File: config.mk
export PLATFORM = sky130hd
export DESIGN_NAME = pwm_cmp_channel
export DESIGN_NICKNAME = d
export VERILOG_FILES = /design/src/rtl/pwm_cmp_pkg.sv /design/src/rtl/cmp_shadow_reg.sv /design/src/rtl/cmp_match_unit.sv /design/src/rtl/pwm_wave_gen.sv /design/src/rtl/pwm_cmp_channel.sv
export SDC_FILE = /design/constraint.sdc
export NUM_CORES = 1
export LEC_CHECK = 0
export BUFFER_PORTS_ARGS = -buffer_cell sky130_fd_sc_hd__buf_2
export CAP_MARGIN = 20
export CELL_PAD_IN_SITES_DETAIL_PLACEMENT = 2
export CELL_PAD_IN_SITES_GLOBAL_PLACEMENT = 2
export CORE_UTILIZATION = 30
export CTS_CLUSTER_SIZE = 28
export DETAILED_ROUTE_END_ITERATION = 6
export GPL_TIMING_DRIVEN = 1
export PLACE_DENSITY = 0.82
export RECOVER_POWER = 25
export SLEW_MARGIN = 20
export SYNTH_ARGS = -nofsm -noshare
export SYNTH_HDL_FRONTEND = slang
export SYNTH_SLANG_ARGS = --single-unit
File: constraint.sdc
create_clock -name clk_i -period 2.6 [get_ports clk_i]
set_clock_uncertainty 0.2 [all_clocks]
set_input_delay 0.13 -clock clk_i [delete_from_list [all_inputs] [get_ports clk_i]]
set_output_delay 0.13 -clock clk_i [all_outputs]
set_load 0.02 [all_outputs]
File: src/rtl/pwm_cmp_pkg.sv
package pwm_cmp_pkg;

  // events seen by the waveform shaper in one cycle
  typedef struct packed {
    logic tick;
    logic hit;
    logic top;
    logic bottom;
    logic down;
  } cmp_evt_t;

  typedef enum logic {
    SLOPE_SAW = 1'b0,
    SLOPE_TRI = 1'b1
  } slope_e;

endpackage

File: src/rtl/cmp_shadow_reg.sv
module cmp_shadow_reg #(
  parameter int unsigned CNT_W = 16
) (
  input  logic             clk_i,
  input  logic             rst_ni,
  input  logic             wr_i,
  input  logic [CNT_W-1:0] wdata_i,
  input  logic             update_i,
  output logic [CNT_W-1:0] cmp_o,
  output logic             valid_o
);

  logic [CNT_W-1:0] shadow_q;
  logic             load;

  assign load = update_i & valid_o;

  always_ff @(posedge clk_i or negedge rst_ni) begin
    if (!rst_ni) begin
      shadow_q <= '0;
      cmp_o    <= '0;
      valid_o  <= 1'b0;
    end else begin
      if (load) cmp_o <= shadow_q;
      if (wr_i) begin
        shadow_q <= wdata_i;
        valid_o  <= 1'b1;
      end else if (load) begin
        valid_o  <= 1'b0;
      end
    end
  end

  AST_WRITE_SETS_VALID: assert property (@(posedge clk_i) disable iff (!rst_ni)
    wr_i |=> valid_o);
  AST_UPDATE_CLEARS_VALID: assert property (@(posedge clk_i) disable iff (!rst_ni)
    (update_i && !wr_i) |=> !valid_o);
  AST_CMP_HOLDS: assert property (@(posedge clk_i) disable iff (!rst_ni)
    !(update_i && valid_o) |=> $stable(cmp_o));
  AST_CMP_LOADS: assert property (@(posedge clk_i) disable iff (!rst_ni)
    (update_i && valid_o) |=> (cmp_o == $past(shadow_q)));

endmodule

File: src/rtl/cmp_match_unit.sv
module cmp_match_unit #(
  parameter int unsigned CNT_W = 16
) (
  input  logic             clk_i,
  input  logic             rst_ni,
  input  logic             active_i,
  input  logic             tick_i,
  input  logic [CNT_W-1:0] count_i,
  input  logic [CNT_W-1:0] cmp_i,
  output logic             hit_o,
  output logic             match_o
);

  // only the last clock of a count value may match
  assign hit_o = active_i & tick_i & (count_i == cmp_i);

  always_ff @(posedge clk_i or negedge rst_ni) begin
    if (!rst_ni) match_o <= 1'b0;
    else         match_o <= hit_o;
  end

  AST_MATCH_NEEDS_TICK: assert property (@(posedge clk_i) disable iff (!rst_ni)
    match_o |-> $past(tick_i && active_i));
  AST_MATCH_ONE_CYCLE: assert property (@(posedge clk_i) disable iff (!rst_ni)
    (match_o && !$past(tick_i, 2)) |-> !$past(match_o));

endmodule

File: src/rtl/pwm_wave_gen.sv
module pwm_wave_gen
  import pwm_cmp_pkg::*;
(
  input  logic     clk_i,
  input  logic     rst_ni,
  input  logic     active_i,
  input  slope_e   slope_i,
  input  cmp_evt_t evt_i,
  input  logic     def_i,
  output logic     wave_o
);

  logic wave_d;

  always_comb begin
    wave_d = wave_o;
    if (!active_i) begin
      wave_d = def_i;
    end else if (slope_i == SLOPE_TRI) begin
      if (evt_i.hit)                      wave_d = evt_i.down;
      else if (evt_i.tick && evt_i.bottom) wave_d = 1'b1;
    end else begin
      if (evt_i.tick && evt_i.top) wave_d = 1'b1;
      else if (evt_i.hit)          wave_d = 1'b0;
    end
  end

  always_ff @(posedge clk_i or negedge rst_ni) begin
    if (!rst_ni) wave_o <= 1'b0;
    else         wave_o <= wave_d;
  end

  AST_SAW_TOP_SETS: assert property (@(posedge clk_i) disable iff (!rst_ni)
    (active_i && slope_i == SLOPE_SAW && evt_i.tick && evt_i.top) |=> wave_o);
  AST_TRI_UP_CLEARS: assert property (@(posedge clk_i) disable iff (!rst_ni)
    (active_i && slope_i == SLOPE_TRI && evt_i.hit && !evt_i.down) |=> !wave_o);
  AST_TRI_DOWN_SETS: assert property (@(posedge clk_i) disable iff (!rst_ni)
    (active_i && slope_i == SLOPE_TRI && evt_i.hit && evt_i.down) |=> wave_o);

endmodule

File: src/rtl/pwm_cmp_channel.sv
module pwm_cmp_channel
  import pwm_cmp_pkg::*;
#(
  parameter int unsigned CNT_W = 16
) (
  input  logic             clk_i,
  input  logic             rst_ni,
  input  logic             tmr_en_i,
  input  logic             cmp_mode_i,
  input  logic             ch_en_i,
  input  logic             dual_slope_i,
  input  logic             def_level_i,
  input  logic [CNT_W-1:0] count_i,
  input  logic             count_down_i,
  input  logic             tick_i,
  input  logic             at_top_i,
  input  logic             at_bottom_i,
  input  logic             update_i,
  input  logic             shadow_wr_i,
  input  logic [CNT_W-1:0] shadow_wdata_i,
  output logic             pwm_o,
  output logic             pwm_oe_o,
  output logic             match_o,
  output logic             shadow_valid_o,
  output logic [CNT_W-1:0] cmp_val_o
);

  logic     active;
  logic     active_q;
  logic     hit;
  logic     wave;
  cmp_evt_t evt;
  slope_e   slope;

  assign active = ch_en_i & cmp_mode_i;
  assign slope  = dual_slope_i ? SLOPE_TRI : SLOPE_SAW;

  cmp_shadow_reg #(.CNT_W(CNT_W)) u_shadow (
    .clk_i    (clk_i),
    .rst_ni   (rst_ni),
    .wr_i     (shadow_wr_i),
    .wdata_i  (shadow_wdata_i),
    .update_i (update_i),
    .cmp_o    (cmp_val_o),
    .valid_o  (shadow_valid_o)
  );

  cmp_match_unit #(.CNT_W(CNT_W)) u_match (
    .clk_i    (clk_i),
    .rst_ni   (rst_ni),
    .active_i (active),
    .tick_i   (tick_i),
    .count_i  (count_i),
    .cmp_i    (cmp_val_o),
    .hit_o    (hit),
    .match_o  (match_o)
  );

  assign evt = '{tick: tick_i, hit: hit, top: at_top_i,
                 bottom: at_bottom_i, down: count_down_i};

  pwm_wave_gen u_wave (
    .clk_i    (clk_i),
    .rst_ni   (rst_ni),
    .active_i (active),
    .slope_i  (slope),
    .evt_i    (evt),
    .def_i    (def_level_i),
    .wave_o   (wave)
  );

  always_ff @(posedge clk_i or negedge rst_ni) begin
    if (!rst_ni) begin
      active_q <= 1'b0;
      pwm_oe_o <= 1'b0;
    end else begin
      active_q <= active;
      pwm_oe_o <= tmr_en_i;
    end
  end

  assign pwm_o = active_q ? wave : def_level_i;

  AST_OE_RISE: assert property (@(posedge clk_i) disable iff (!rst_ni)
    tmr_en_i |=> pwm_oe_o);
  AST_OE_FALL: assert property (@(posedge clk_i) disable iff (!rst_ni)
    !tmr_en_i |=> !pwm_oe_o);
  AST_IDLE_DEFAULT: assert property (@(posedge clk_i) disable iff (!rst_ni)
    !(ch_en_i && cmp_mode_i) |=> (pwm_o == def_level_i && !match_o));

endmodule

==> summary.txt, run 1 <==
status: complete, no violations
Fin Hold WS: 0.07449 ns
net switching power: 453.9 µW
Max Fclk: 455.3 MHz
internal power: 1.022 mW
post-layout min period: 2.197 ns
CTS H-Tree Depth: 2
Floorplan Core Area: 5107 µm²
routed length per instance: 17.15 µm
Mapped Nets: 155
number of buffers created by CTS: 5
DRC: 0
# port buffers: 64
largest net degree at the start of global routing: 38
Synthesis Warnings: 0
Setup CP Type: flip-flop to flip-flop
clock transition at the registers of the reported paths: 0.07 ns
Ports: 65
post-synthesis sequential area ratio: 0.5845
startpoint types: flip-flop
FF+latch count, synth: 37
Leak Pwr: 1.040 nW
GR Util All Layers: 0.1823
Vias: 1232
hold buffers post-CTS: 23
MaxCap Viol Count: 0
Setup Buffers After CTS: 0
antenna violations before repair: 0
worst vdd ir: 0.0002339 V
setup TNS: 0 ns
number of clock sinks: 37
Area contributors post-synth: dfrtp_1 (58%), mux2_2 (13%), mux2_1 (12%)
CTS Root Buffer Type: clkbuf_8
first-pass GRT wire length: 7017 µm
Min-Delay Endpoint: u_wave.wave_o
clock power share: 0.263
Via density: 4.529
Worst Max-Slew Pin Slew: 0.8237 ns
grt ovf: 0
CTS tree: built
Finished Cell Area: 2278 µm²
area grow syn2layout: 43.84%
Logic pwr share: 0.251
WL final: 4666 µm
WP data required: 2.63 ns
Starting Density: 0.3101
post-route ant nets: 0
most common cell after layout, fill and taps aside: buf_2
cell area power density: 647.8 nW/µm²
Hold Path Class: primary input to flip-flop
headroom to the max-slew limit: 0.4509
critical path capture point type: flip-flop
post-synthesis cell count: 110
worst reg2reg path depth: 5
Hold Violations, Final: 0
crit path DAT: 2.22 ns
layout cells sized above 1: 0.3980
synthesized area: 1584 µm²
# fillers: 542
crit-path max FO: 3
Nets: 245
First-pass DRT Iterations: 2
Max Slew Vio Count: 0
commonest cells after routing, fill and taps aside: buf_2 (56), dfrtp_1 (37), dlygate4sd3_1 (23)
Iter 0 DRT Violations: 32
total power: 1.476 mW
RR Endpoint: u_match.match_o
PostCTS Resize Cnt: 0
WHS Path Cells: 4
worst hold start: def_level_i
via count of the first global-routing pass: 1293
post-synth top area share: 0.5845
Die Area: 5575 µm²
placed inst area: 1976 µm²
final setup fails: 0
height of the die: 74.67 µm
Yosys top cell by area: dfrtp_1
FF-to-FF Start: u_shadow.cmp_o[12]
GP Congestion: 0.7108
register share of total power: 0.486
Chip Width: 74.67 µm
final cycle utilization of the critical path: 0.8448
Syn Area/Cell: 14.40 µm²
switching share of power: 0.3075
RSZ-0062 raised after global routing: false
Clock Path Buffers: 2
setup slack, reg-to-reg: 0.40 ns
Clock Latency Late Sink: 0.29 ns
# rows: 26
post-synth cell types: 18
-- metal layers --
metal / share of wire / up-vias / global-route usage
met4: 0.014 / 0 / 0.06709
li1: - / 561 / -
met1: 0.37 / 635 / 0.1978
met3: 0.032 / 6 / 0.04150
met5: 0 / - / 0
met2: 0.58 / 30 / 0.3443
-- cell type report --
cell class | count | area, µm² | share of cell area
Antenna cell | 1 | 2.502 | 0.001098
Clock buffer | 8 | 80.08 | 0.03515
Inverter | 2 | 7.507 | 0.003295
Multi-Input combinational cell | 67 | 634.4 | 0.2784
Sequential cell | 37 | 925.9 | 0.4064
Tap cell | 70 | 87.58 | 0.03844
Timing Repair Buffer | 87 | 540.5 | 0.2372
-- how the worst max path moves through the flow --
| stage | cells after the start | start | to | slack, ns |
|---|---|---|---|---|
| 2_1_floorplan | 5 | u_shadow.cmp_o[12] | u_wave.wave_o | 0.60 |
| 3_3_place_gp | 5 | u_shadow.cmp_o[12] | u_wave.wave_o | 0.61 |
| 3_5_place_dp | 5 | u_shadow.cmp_o[12] | u_wave.wave_o | 0.60 |
| 4_1_cts | 5 | u_shadow.cmp_o[12] | u_match.match_o | 0.39 |
| 5_1_grt | 5 | u_shadow.cmp_o[7] | u_match.match_o | 0.26 |
| 6_report | 5 | u_shadow.cmp_o[12] | u_match.match_o | 0.40 |
-- power groups by stage --
stage	registers, mW	logic [mW]	clock network (mW)
after detailed placement	0.726	0.342	0
after global routing	0.730	0.398	0.420
after CTS	0.715	0.370	0.392
after global placement	0.717	0.327	0
after floorplan	0.778	0.144	0
final	0.718	0.370	0.388
-- worst max-delay path, stage by stage, from the launching register on --
cell           delay (ns)
dfrtp_1              0.40
xor2_1               0.17
nor4_1               0.29
nand4_1              0.19
nor4_4               0.30
dlygate4sd3_1        0.59
-- Yosys cell counts --
cell / instances
dfrtp_1: 37
mux2_2: 18
mux2_1: 17
xnor2_1: 12
xor2_1: 4
clkbuf_1: 3
nand2_1: 3
nand4_1: 3
a21oi_1: 2
inv_1: 2
nor2_1: 2
a21o_1: 1
a31oi_1: 1
and2_1: 1
buf_2: 1
nand3_1: 1
nor4_1: 1
nor4_4: 1
-- cells by family after synthesis --
kind of cell,share of synthesized area
buffers and inverters,0.01501
XOR/XNOR,0.08846
AO/OA/AOI/OAI,0.01501
AND/OR/NAND/NOR,0.04819
multiplexers,0.2488
flip-flops,0.5845
-- registers in the layout (all words and copies together), names as in the netlist --
name,cells
pwm_oe_o,1
active_q,1
u_wave.wave_o,1
u_match.match_o,1
u_shadow.valid_o,1
u_shadow.cmp_o,16
u_shadow.shadow_q,16
-- through the flow --
stage,util,setup WS (ns),cells
floorplan,-,0.6020,110
global placement,0.3868,0.6132,240
detailed placement,0.3868,0.6022,240
CTS,0.4476,0.3882,271
global route,0.4456,0.2624,271
finish,0.4461,0.4034,272
Note: power is estimated with default switching activity, not from simulation.
==> inputs of run 2 (changes only) <==
==> constraint.sdc (replaced) <==
create_clock -name clk_i -period 2.2 [get_ports clk_i]
set_clock_uncertainty 0.2 [all_clocks]
set_input_delay 0.11 -clock clk_i [delete_from_list [all_inputs] [get_ports clk_i]]
set_output_delay 0.11 -clock clk_i [all_outputs]
set_load 0.02 [all_outputs]
==> run 2 against run 1 <==
Compared with the run above: critical path depth unchanged; via count increased by 0.41%; worst hold slack got worse by 0.050 ns; global-route usage increased by 1.9 points; design area increased by 0.77%; sequential power increased by 19%; critical path type unchanged; critical endpoint is now u_wave.wave_o.
==> summary.txt, run 2 (synthesis results as in run 1) <==
placed inst area: 1983 µm² (was 1976 µm²)
CTS tree: built (unchanged)
WL final: 5176 µm (was 4666 µm)
RSZ-0062 raised after global routing: false (unchanged)
crit path DAT: 2.16 ns (was 2.22 ns)
Starting Density: 0.3101 (unchanged)
MaxCap Viol Count: 0 (unchanged)
Hold Violations, Final: 0 (unchanged)
CTS H-Tree Depth: 2 (unchanged)
Leak Pwr: 1.054 nW (was 1.040 nW)
via count of the first global-routing pass: 1412 (was 1293)
Via density: 4.565 (was 4.529)
startpoint types: flip-flop (unchanged)
worst vdd ir: 0.0002620 V (was 0.0002339 V)
Critical Path Sink: u_wave.wave_o (was u_match.match_o)
GP Congestion: 0.7069 (was 0.7108)
commonest cells after routing, fill and taps aside: buf_2 (57), dfrtp_1 (37), dlygate4sd3_1 (22) (was buf_2 (56), dfrtp_1 (37), dlygate4sd3_1 (23))
DRC: 0 (unchanged)
crit-path max FO: 3 (unchanged)
First-pass DRT Iterations: 4 (was 2)
antenna violations before repair: 0 (unchanged)
Floorplan Core Area: 5107 µm² (unchanged)
cell area power density: 794.6 nW/µm² (was 647.8 nW/µm²)
height of the die: 74.67 µm (unchanged)
fin cells: 271 (was 272)
final core occ: 0.4495 (was 0.4461)
Setup Buffers After CTS: 0 (unchanged)
Max Slew Vio Count: 0 (unchanged)
final setup fails: 0 (unchanged)
# rows: 26 (unchanged)
internal power: 1.267 mW (was 1.022 mW)
Die Area: 5575 µm² (unchanged)
sequential cell area: 925.9 µm² (unchanged)
antenna cell count: 0 (was 1)
routed length per instance: 19.10 µm (was 17.15 µm)
area of the multi-input gates: 634.4 µm² (unchanged)
# fillers: 544 (was 542)
top flop regs: u_shadow.cmp_o: 16 flops, u_shadow.shadow_q: 16 flops (unchanged)
Chip Width: 74.67 µm (unchanged)
Worst Max-Slew Pin Slew: 0.8093 ns (was 0.8237 ns)
total power: 1.824 mW (was 1.476 mW)
setup TNS: 0 ns (unchanged)
Max Fclk: 457.6 MHz (was 455.3 MHz)
first-pass GRT wire length: 7776 µm (was 7017 µm)
critical path capture point type: flip-flop (unchanged)
setup slack, reg-to-reg: 0.01 ns (was 0.40 ns)
CTS Root Buffer Type: clkbuf_8 (unchanged)
Nets: 245 (unchanged)
DP Wirelength: 3298 µm
largest net degree at the start of global routing: 38 (unchanged)
Logic pwr share: 0.246 (was 0.251)
number of buffers created by CTS: 5 (unchanged)
Clock Latency Late Sink: 0.29 ns (about the same)
Worst Setup SP: u_shadow.cmp_o[12] (unchanged)
Setup CP Type: flip-flop to flip-flop (unchanged)
switching share of power: 0.3056 (was 0.3075)
status: complete, no violations (unchanged)
layout cells sized above 1: 0.4229 (was 0.3980)
Iter 0 DRT Violations: 28 (was 32)
worst reg2reg path depth: 5 (unchanged)
hold buffers post-CTS: 22 (was 23)
DP Worst Slack: 0.1316 ns (was 0.6022 ns)
FF-to-FF Start: u_shadow.cmp_o[12] (unchanged)
Fin Hold WS: 0.02475 ns (was 0.07449 ns)
net switching power: 557.6 µW (was 453.9 µW)
setup ws final: 0.01463 ns (was 0.4034 ns)
final cycle utilization of the critical path: 0.9933 (was 0.8448)
register share of total power: 0.466 (was 0.486)
placed cell count: 241 (was 240)
area grow syn2layout: 44.94% (was 43.84%)
number of clock sinks: 37 (unchanged)
Finished Cell Area: 2296 µm² (was 2278 µm²)
post-route ant nets: 0 (unchanged)
RR Endpoint: u_wave.wave_o (was u_match.match_o)
headroom to the max-slew limit: 0.4604 (was 0.4509)
clock power share: 0.288 (was 0.263)
# port buffers: 64 (unchanged)
grt ovf: 0 (unchanged)
most common cell after layout, fill and taps aside: buf_2 (unchanged)
Vias: 1237 (was 1232)
Clock Path Buffers: 2 (unchanged)
WP data required: 2.18 ns (was 2.63 ns)
clock transition at the registers of the reported paths: 0.08 ns (was 0.07 ns)
Ports: 65 (unchanged)
GR Util All Layers: 0.2013 (was 0.1823)
post-layout min period: 2.185 ns (was 2.197 ns)
PostCTS Resize Cnt: 0 (unchanged)
Hold Path Class: primary input to flip-flop (unchanged)
-- run 2: cell types whose count changed in the layout (fill, tap and decap cells not counted), sizes merged --
cell,previous run,this run
diode,1,0
clkinv,0,1
clkbuf,16,14
dlygate4sd3,23,22
buf,56,58
-- run 2: cell type report --
class                   count  area share
well taps                  70     0.03815
clock buffers               7     0.04196
clock inverters             1    0.002180
inverters                   2    0.003270
multi-input cells          67      0.2763
flip-flops and latches     37      0.4033
repair buffers             87      0.2349
-- run 2: routing by layer --
layer  share of wire  global-route usage  vias to the layer above  wire length, µm
li1                -                   -                      557                -
met1            0.37              0.2091                      635             1903
met2            0.57              0.3914                       34             2968
met3           0.031             0.03347                       11              163
met4           0.027             0.09224                        0              140
met5               0                   0                        -                0
-- run 2: power by group through the flow --
stage	clock, mW	sequential (mW)	combinational (mW)
CTS	0.535	0.846	0.447
finish	0.525	0.851	0.448
floorplan	0	0.919	0.170
global placement	0	0.848	0.389
global route	0.557	0.864	0.483
detailed placement	0	0.859	0.414
-- run 2: worst min-delay path by stage --
stage / from / to / slack (ns) / depth (start not counted)
2_1_floorplan: rst_ni / active_q / -0.39 / 0
3_5_place_dp: tmr_en_i / pwm_oe_o / 0.02 / 1
3_3_place_gp: tmr_en_i / pwm_oe_o / 0.02 / 1
5_1_grt: count_i[4] / u_match.match_o / 0.03 / 4
4_1_cts: count_i[2] / u_match.match_o / 0.02 / 4
6_report: count_i[13] / u_match.match_o / 0.02 / 4
-- run 2: worst max-delay path, stage by stage, from the launching register on --
cell,delay (ns)
dfrtp_1,0.41
xor2_1,0.18
nor4_1,0.35
nand4_1,0.22
nor4_4,0.35
mux2_1,0.36
==> inputs of run 3 (changes only) <==
--- a/config.mk
+++ b/config.mk
@@ -5,15 +5,16 @@
 export SDC_FILE = /design/constraint.sdc
 export NUM_CORES = 1
 export LEC_CHECK = 0
+export ABC_AREA = 1
 export BUFFER_PORTS_ARGS = -buffer_cell sky130_fd_sc_hd__buf_2
 export CAP_MARGIN = 20
 export CELL_PAD_IN_SITES_DETAIL_PLACEMENT = 2
 export CELL_PAD_IN_SITES_GLOBAL_PLACEMENT = 2
-export CORE_UTILIZATION = 30
+export CORE_UTILIZATION = 27
 export CTS_CLUSTER_SIZE = 28
 export DETAILED_ROUTE_END_ITERATION = 6
 export GPL_TIMING_DRIVEN = 1
-export PLACE_DENSITY = 0.82
+export PLACE_DENSITY = 0.83
 export RECOVER_POWER = 25
 export SLEW_MARGIN = 20
 export SYNTH_ARGS = -nofsm -noshare
==> run 3 against run 2 <==
Compared with the run above: area after synthesis rose by 13%; non-clock buffer count grew 5; sequential power is 4.0% lower; final cell count up 47%; register-to-register slack better by 0.36 ns; critical path type is now primary input to flip-flop.
==> summary.txt, run 3 <==
Die Area: 6946 µm² (was 5575 µm²)
Post-synth top cells: nand2_1 (76), inv_1 (43), dfrtp_1 (37) (was dfrtp_1 (37), mux2_2 (18), mux2_1 (17))
routed length per instance: 14.72 µm (was 19.10 µm)
Setup CP Type: primary input to flip-flop (was flip-flop to flip-flop)
post-synth cell types: 20 (was 18)
final cycle utilization of the critical path: 0.9300 (was 0.9933)
post-synth top area share: 0.5182 (was 0.5845)
Starting Density: 0.2798 (was 0.3101)
Ports: 65 (unchanged)
fin cells: 399 (was 271)
Worst Max-Slew Pin Slew: 0.8523 ns (was 0.8093 ns)
Max Fclk: 488.8 MHz (was 457.6 MHz)
Hold Violations, Final: 0 (unchanged)
worst vdd ir: 0.0004951 V (was 0.0002620 V)
largest net degree at the start of global routing: 38 (unchanged)
grt ovf: 0 (unchanged)
placed inst area: 2188 µm² (was 1983 µm²)
Via density: 4.489 (was 4.565)
area grow syn2layout: 44.68% (was 44.94%)
hold buffers post-CTS: 27 (was 22)
headroom to the max-slew limit: 0.4318 (was 0.4604)
Area contributors post-synth: dfrtp_1 (52%), nand2_1 (16%), inv_1 (9.0%) (was dfrtp_1 (58%), mux2_2 (13%), mux2_1 (12%))
DRC: 0 (unchanged)
setup TNS: 0 ns (unchanged)
Syn Area/Cell: 7.836 µm² (was 14.40 µm²)
post-synthesis sequential area ratio: 0.5182 (was 0.5845)
Post-synth EDFFs: 0 (unchanged)
Mapped Nets: 273 (was 155)
status: complete, no violations (unchanged)
number of buffers created by CTS: 5 (unchanged)
commonest cells after routing, fill and taps aside: nand2_1 (76), buf_2 (58), inv_1 (43) (was buf_2 (57), dfrtp_1 (37), dlygate4sd3_1 (22))
Vias: 1791 (was 1237)
Fin Hold WS: 0.04480 ns (was 0.02475 ns)
ys flop type: dfrtp_1 (unchanged)
Clock Latency Late Sink: 0.30 ns (was 0.29 ns)
DP Wirelength: 3796 µm (was 3298 µm)
PostCTS Resize Cnt: 0 (unchanged)
Finished Cell Area: 2585 µm² (was 2296 µm²)
crit path DAT: 2.03 ns (was 2.16 ns)
# port buffers: 64 (unchanged)
Leak Pwr: 1.364 nW (was 1.054 nW)
Iter 0 DRT Violations: 36 (was 28)
clock transition at the registers of the reported paths: 0.08 ns (about the same)
FF+latch count, synth: 37 (unchanged)
first-pass GRT wire length: 9853 µm (was 7776 µm)
GP Congestion: 0.6886 (was 0.7069)
Floorplan Core Area: 6386 µm² (was 5107 µm²)
Yosys top cell by area: dfrtp_1 (unchanged)
post-synthesis cell count: 228 (was 110)
post-route ant nets: 0 (unchanged)
WP data required: 2.18 ns (about the same)
via count of the first global-routing pass: 2043 (was 1412)
CTS tree: built (unchanged)
most common cell after layout, fill and taps aside: nand2_1 (was buf_2)
GR Util All Layers: 0.1814 (was 0.2013)
antenna cell count: 0 (unchanged)
Clock Path Buffers: 2 (unchanged)
CTS H-Tree Depth: 2 (unchanged)
RSZ-0062 raised after global routing: false (unchanged)
number of clock sinks: 37 (unchanged)
Synthesis Warnings: 0 (unchanged)
ys async rst share: 1.000 (unchanged)
placed cell count: 364 (was 241)
startpoint types: primary input (was flip-flop)
layout cells sized above 1: 0.2360 (was 0.4229)
post-layout min period: 2.046 ns (was 2.185 ns)
height of the die: 83.35 µm (was 74.67 µm)
Chip Width: 83.35 µm (was 74.67 µm)
final setup fails: 0 (unchanged)
# rows: 29 (was 26)
top flop regs: u_shadow.cmp_o: 16 flops, u_shadow.shadow_q: 16 flops (unchanged)
Nets: 366 (was 245)
synthesized area: 1787 µm² (was 1584 µm²)
MaxCap Viol Count: 0 (unchanged)
cell area power density: 766.9 nW/µm² (was 794.6 nW/µm²)
Setup Buffers After CTS: 0 (unchanged)
Hold Path Class: primary input to flip-flop (unchanged)
critical path capture point type: flip-flop (unchanged)
antenna violations before repair: 0 (unchanged)
WL final: 5875 µm (was 5176 µm)
crit-path max FO: 4 (was 3)
count leader, synth: nand2_1 (was dfrtp_1)
Max Slew Vio Count: 0 (unchanged)
First-pass DRT Iterations: 4 (unchanged)
CTS Root Buffer Type: clkbuf_8 (unchanged)
## run 3: area by class of cell
cell class | count | area, µm²
Clock inverter | 3 | 65.06
Timing Repair Buffer | 92 | 590.6
Inverter | 43 | 161.4
Sequential cell | 37 | 925.9
Tap cell | 77 | 96.34
Fill cell | 766 | 3801
Clock buffer | 5 | 68.82
Multi-Input combinational cell | 142 | 676.9
## run 3: worst max-delay path, stage by stage
cell,delay [ns]
dlygate4sd3_1,0.52
buf_2,0.10
nand2_1,0.05
dlygate4sd3_1,0.55
inv_1,0.12
nand2_1,0.10
a31oi_1,0.24
a21oi_2,0.09
nand2_1,0.08
nand2_1,0.07
## run 3: power breakdown
| part | total [mW] | internal [mW] | switching, mW |
|---|---|---|---|
| combinational | 0.456 | 0.174 | 0.281 |
| clock | 0.710 | 0.451 | 0.260 |
| sequential | 0.817 | 0.757 | 0.0599 |
| total | 1.98 | 1.38 | 0.601 |
## run 3: path summary, 6_finish.rpt
kind	from	endpoint	cells past startpoint	slack (ns)
hold reg to reg	u_shadow.shadow_q[13]	u_shadow.shadow_q[13]	2	0.32
min in group asynchronous	rst_ni	u_shadow.shadow_q[3]	2	0.26
setup / recovery	cmp_mode_i	u_wave.wave_o	10	0.15
setup reg to reg	u_shadow.cmp_o[3]	u_match.match_o	4	0.37
hold / removal	count_i[5]	u_match.match_o	6	0.04
max in group asynchronous	rst_ni	u_shadow.cmp_o[6]	2	0.99
## run 3: stage by stage
step           total power, mW  utilization  setup slack [ns]
2_1_floorplan            1.063            -            0.7053
3_5_place_dp             1.243       0.3427            0.6027
5_1_grt                  2.086       0.4048          0.005105
3_3_place_gp             1.221       0.3427            0.6548
6_report                 1.982       0.4048            0.1540
4_1_cts                  1.998       0.4060            0.1948
## run 3: cells by family (layout without fill, tap and decap cells)
group / count (synthesis) / count (layout) / share of synthesized area
AOI/OAI and AO/OA: 35 / 35 / 0.1022
xor gates and xnor gates: 5 / 5 / 0.02451
buffers and inverters: 49 / 143 / 0.1029
DFF: 37 / 37 / 0.5182
muxes: 1 / 1 / 0.006302
and+or+nand+nor: 101 / 101 / 0.2458
## run 3: routing by layer
layer | track usage | up-vias | routed length (µm)
li1 | - | 883 | -
met1 | 0.1944 | 862 | 2393
met2 | 0.3517 | 40 | 3177
met5 | 0 | - | 0
met3 | 0.03678 | 6 | 226
met4 | 0.05643 | 0 | 78
